--- config.mk ---
export PLATFORM = sky130hd
export DESIGN_NAME = sp_packer
export DESIGN_NICKNAME = d
export VERILOG_FILES = /design/src/rtl/sp_packer.sv
export SDC_FILE = /design/constraint.sdc
export NUM_CORES = 1
export LEC_CHECK = 0
export BUFFER_PORTS_ARGS = -buffer_cell sky130_fd_sc_hd__buf_2
export CAP_MARGIN = 30
export CORE_ASPECT_RATIO = 1.25
export CORE_MARGIN = 2
export CORE_UTILIZATION = 40
export CTS_CLUSTER_DIAMETER = 150
export CTS_CLUSTER_SIZE = 40
export DETAILED_ROUTE_END_ITERATION = 10
export SYNTH_ARGS = -nofsm -noshare
export SYNTH_HDL_FRONTEND = slang
export SYNTH_SLANG_ARGS = --single-unit
--- constraint.sdc ---
create_clock -name clk -period 1.2 [get_ports clk]
set_input_delay 0.12 -clock clk [delete_from_list [all_inputs] [get_ports clk]]
set_output_delay 0.12 -clock clk [all_outputs]
set_load 0.005 [all_outputs]
--- src/rtl/sp_packer.sv ---
module sp_packer #(
  parameter int MANT_W   = 32,
  parameter int FRAC_W   = 23,
  parameter int EXP_W    = 8,
  parameter int IN_EXP_W = 16
) (
  input  logic                       clk,
  input  logic                       rst_n,
  input  logic                       in_valid,
  input  logic [1:0]                 in_class,
  input  logic                       in_sign,
  input  logic signed [IN_EXP_W-1:0] in_exp,
  input  logic [MANT_W-1:0]          in_mant,
  input  logic [1:0]                 rnd_mode,
  input  logic                       uf_trap_en,
  output logic                       out_valid,
  output logic [EXP_W+FRAC_W:0]      out_word,
  output logic                       flag_of,
  output logic                       flag_uf,
  output logic                       flag_nx
);
  localparam int W     = EXP_W + FRAC_W + 1;
  localparam int GSH   = MANT_W - FRAC_W - 1;
  localparam int VW    = FRAC_W + 3;
  localparam int EX_W  = $clog2(VW + 1);
  localparam int BE_W  = IN_EXP_W + 2;
  localparam int DW    = BE_W + 1;
  localparam int BIAS  = (1 << (EXP_W - 1)) - 1;
  localparam int EMAX  = (1 << EXP_W) - 1;

  localparam logic [1:0] C_ZERO = 2'b00;
  localparam logic [1:0] C_NUM  = 2'b01;
  localparam logic [1:0] C_INF  = 2'b10;

  localparam logic [1:0] M_NEAR = 2'd0;
  localparam logic [1:0] M_ZERO = 2'd1;
  localparam logic [1:0] M_POS  = 2'd2;

  logic signed [BE_W-1:0] biased, e_fin;
  logic signed [DW-1:0]   deficit;
  logic                   is_sub;
  logic [EX_W-1:0]        extra;
  logic [VW-1:0]          v;
  logic [2*VW-1:0]        w;
  logic [FRAC_W:0]        kept;
  logic                   rbit, stk, inexact, up, to_inf, ovf;
  logic [FRAC_W+1:0]      sum;

  logic [W-1:0] res_word;
  logic         res_of, res_uf, res_nx;

  assign biased  = BE_W'(in_exp) + BE_W'(BIAS);
  assign is_sub  = biased[BE_W-1] | (biased == '0);
  assign deficit = DW'(1) - DW'(biased);

  always_comb begin
    if (!is_sub)
      extra = '0;
    else if (deficit > DW'(VW))
      extra = EX_W'(VW);
    else
      extra = deficit[EX_W-1:0];
  end

  assign v = {in_mant[MANT_W-1:GSH], in_mant[GSH-1], |in_mant[GSH-2:0]};
  assign w = {v, {VW{1'b0}}} >> extra;
  assign kept    = w[2*VW-1:VW+2];
  assign rbit    = w[VW+1];
  assign stk     = |w[VW:0];
  assign inexact = rbit | stk;

  always_comb begin
    case (rnd_mode)
      M_NEAR:  up = rbit & (stk | kept[0]);
      M_ZERO:  up = 1'b0;
      M_POS:   up = inexact & ~in_sign;
      default: up = inexact & in_sign;
    endcase
  end

  always_comb begin
    case (rnd_mode)
      M_NEAR:  to_inf = 1'b1;
      M_ZERO:  to_inf = 1'b0;
      M_POS:   to_inf = ~in_sign;
      default: to_inf = in_sign;
    endcase
  end

  assign sum   = {1'b0, kept} + {{(FRAC_W+1){1'b0}}, up};
  assign e_fin = biased + BE_W'(sum[FRAC_W+1]);
  assign ovf   = !is_sub && (e_fin >= BE_W'(EMAX));

  always_comb begin
    res_word = {in_sign, {(W-1){1'b0}}};
    res_of   = 1'b0;
    res_uf   = 1'b0;
    res_nx   = 1'b0;
    case (in_class)
      C_ZERO: ;
      C_INF:  res_word = {in_sign, {EXP_W{1'b1}}, {FRAC_W{1'b0}}};
      C_NUM: begin
        res_nx = inexact;
        if (is_sub) begin
          if (sum[FRAC_W]) begin
            res_word = {in_sign, EXP_W'(1), {FRAC_W{1'b0}}};
          end else begin
            res_word = {in_sign, {EXP_W{1'b0}}, sum[FRAC_W-1:0]};
            res_uf   = inexact | uf_trap_en;
          end
        end else if (ovf) begin
          res_of = 1'b1;
          res_nx = 1'b1;
          if (to_inf)
            res_word = {in_sign, {EXP_W{1'b1}}, {FRAC_W{1'b0}}};
          else
            res_word = {in_sign, {(EXP_W-1){1'b1}}, 1'b0, {FRAC_W{1'b1}}};
        end else begin
          res_word = {in_sign, e_fin[EXP_W-1:0], sum[FRAC_W-1:0]};
        end
      end
      default: res_word = {in_sign, {EXP_W{1'b1}}, in_mant[MANT_W-2 -: FRAC_W]};
    endcase
  end

  always_ff @(posedge clk or negedge rst_n) begin
    if (!rst_n) begin
      out_valid <= 1'b0;
      out_word  <= '0;
      flag_of   <= 1'b0;
      flag_uf   <= 1'b0;
      flag_nx   <= 1'b0;
    end else begin
      out_valid <= in_valid;
      if (in_valid) begin
        out_word <= res_word;
        flag_of  <= res_of;
        flag_uf  <= res_uf;
        flag_nx  <= res_nx;
      end
    end
  end
endmodule

==> summary.md <==
| Metric | Value |
|---|---|
| # port buffers | `92` |
| Tightest Pin Transition | `about 0.49 ns` |
| Tot Pwr | `~8 mW` |
| Worst skew pair latency | `roughly 0.29 ns` |
| FMAX | `132.2 MHz` |
| Crit start category | `input port` |
| Count leader, synth | `nor2_1` |
| Clock slew at reported path FFs | `roughly 0.06 ns` |
| Post-Syn Nets | `roughly 1000` |
| Overall die area | `about 17000 sq um` |
| Pwr dens | `slightly above 700 nW/um^2` |
| Cells after synthesis | `between 900 and 1000` |
| First-pass GRT wire length | `around 50 mm` |
| Worst hold-check path type | `input port to flop` |
| Final Setup Violations | `34` |
| WHS | `~0.12 ns` |
| Netlist cell types | `99` |
| Post-synthesis sequential element count | `36` |
| Crit path max fanout | `7` |
| Clock skew | `0 ns` |
| Max_cap viols | `0` |
| DR vias | `between 9000 and 10000` |
| Sink Count | `36` |
| Gpl congestion | `1.067` |
| Fill cell count | `around 1300` |
| Setup slack, reg-to-reg | `0.17 ns` |
| Syn-to-layout area delta | `76.68%` |
| Violated checks | `setup timing` |
| Placement Setup Slack | `-6.765 ns` |
| Antenna Nets Post-Route | `0` |
| Num CTS Buffers | `5` |
| Max-slew violation count | `0` |
| Pin count of the biggest net entering global routing | `37` |
| Post-synth top area cell | `dfrtp_1` |
| Mapped cell area | `around 6300 sq um` |
| WP data required | `approximately 1.4 ns` |
| DRC violation count after routing | `0` |
| Worst path slowest cell | `or4_4` |
| Slowest Stage Delay on Critical Path | `approximately 0.51 ns` |
| Sequential fraction of the synthesis area | `14.29%` |
| Core Area | `between 15000 and 20000 sq um` |
| Setup ws final | `-6.365 ns` |
| Synth top cells by count | `107 x nor2_1, 101 x nand2_1, 80 x a21oi_1` |
| Std cell rows | `between 50 and 60` |
| Tot GR Track Use | `38.93%` |
| Nets | `around 1500` |
| Post-Route WL | `approximately 33 mm` |
| DR iter-0 viols | `714` |
| Crit path DAT | `around 8 ns` |
| RSZ-0062 raised after global routing | `true` |
| Initial antenna violation count | `2` |
| Slew headroom | `about 68%` |
| Top cells by area, synth | `dfrtp_1 14%, nor2_1 6.4%, a21oi_1 6.4%` |
| Detailed Place HPWL | `around 26 mm` |
| CTS tree | `yes` |
| Initial Util | `between 40 and 50%` |
| IO Pins | `93` |
| Final period util | `630.4%` |
| Post-Syn Area per Cell | `about 6.8 sq um` |
| Vias in the first global route | `~9500` |
| Synth top area share | `14.29%` |
| Clk buf depth | `2` |
| Share of cells above drive strength 1 | `about 50%` |
| Critical Path Sink Type | `flop` |
| Syn. warnings | `0` |
| Drt first pass iters | `5` |
| WS Path Type | `input port to flop` |
| DR vias/cell | `5.962` |
| Drt wl/cell | `20.73 microns` |
| Clock root cell | `clkbuf_16` |
| Die width | `roughly 120 microns` |
| Pleak | `4.902 nW` |
| Outcome | `finished with violations` |
| H-tree levels | `2` |
| Post-synth EDFFs | `0` |
| Antenna cells | `0` |
| Die Ht | `144.4 microns` |
| Ys async rst share | `100.0%` |
| Synth Flop Type | `dfrtp_1` |
| Grt ovf | `0` |
| Min Tclk post-route | `between 7 and 8 ns` |
| Max IR drop VDD | `563.7 uV` |
| Fin. Hold Viols | `0` |
## where the power goes
part,internal [mW],total [mW],switching [mW]
sequential,1.35,1.42,0.0741
combinational,2.30,4.99,2.69
clock,0.977,1.53,0.557
## final timing paths
path                                 to    startpoint  cells after the start
max in group asynchronous   out_word[8]         rst_n                      3
min                           out_valid      in_valid                      1
min in group asynchronous  out_word[16]         rst_n                      3
max reg2reg                out_word[21]  out_word[21]                      3
max                         out_word[6]     in_exp[1]                     43
min reg2reg                out_word[14]  out_word[14]                      2
## metal layers
layer | vias up | GRT usage, % | share of wire (%)
met5 | - | 0 | 0.069
met4 | 4 | 30.83 | 8.7
met3 | 168 | 5.155 | 5.9
met2 | 446 | 68.76 | 50
met1 | 4505 | 41.06 | 35
li1 | 4416 | - | -
## worst max-delay path: cells and delay by family
family,cells,cell delay (ns)
and+or+nand+nor,14,3.17
adders and majority gates,5,0.81
buffers and inverters,8,1.12
xor gates and xnor gates,1,0.24
AOI/OAI and AO/OA,15,2.27
## area by class of cell
class                           count  area, sq um  share of cell area [%]
Inverter                           16        75.07                  0.6741
Multi-Input combinational cell    806         5862                   52.63
Tap cell                          212        265.3                   2.382
Sequential cell                    36        900.9                   8.089
Clock inverter                      3        42.54                  0.3820
Timing Repair Buffer              522         3866                   34.72
Clock buffer                        5        125.1                   1.123
## cell families after synthesis
family / synth area share, %
AOI/OAI and AO/OA: 33.33
buffers and inverters: 6.252
xor gates and xnor gates: 6.252
muxes: 3.593
and+or+nand+nor: 34.30
DFF: 14.29
adders and majority gates: 1.985
## flip-flops by register name, indices dropped and copies added (netlist names)
name / flops
flag_uf: 1
out_word: 32
flag_nx: 1
out_valid: 1
flag_of: 1
## through the flow
step / cells / util, % / area (sq um) / TNS (ns)
finish: 1600 / 71.82 / 11140 / -210.55
floorplan: 926 / - / 6656 / -208.68
detailed placement: 1545 / 63.81 / 9894 / -224.36
CTS: 1585 / 68.99 / 10700 / -201.58
global route: 1600 / 71.82 / 11140 / -221.90
global placement: 1545 / 63.81 / 9894 / -220.49
## layout by cell type (no fill, tap or decap), types with 16 or more instances in the layout
cell / instances
nand2_1: 98
nand4_1: 21
mux2i_1: 16
o21ai_1: 21
a31oi_1: 18
xnor2_1: 24
a21oi_2: 17
o21ai_0: 42
nor4_1: 18
dfrtp_1: 36
a21oi_1: 63
nand3_1: 33
nor3_1: 22
buf_4: 406
nor2_1: 102
buf_2: 90
## what timing repair did
| action | 4_1_cts | 5_1_grt |
|---|---|---|
| hold buffers | 1 | 0 |
| pin swaps | 28 | 33 |
| gates resized for setup | 85 | 58 |
| endpoints found under the setup margin | 34 | 34 |
| hold endpoints to repair | 36 | 0 |
| gates cloned | 0 | 1 |
| buffers inserted | 31 | 16 |
No activity file was read; power rests on OpenSTA's default activity.
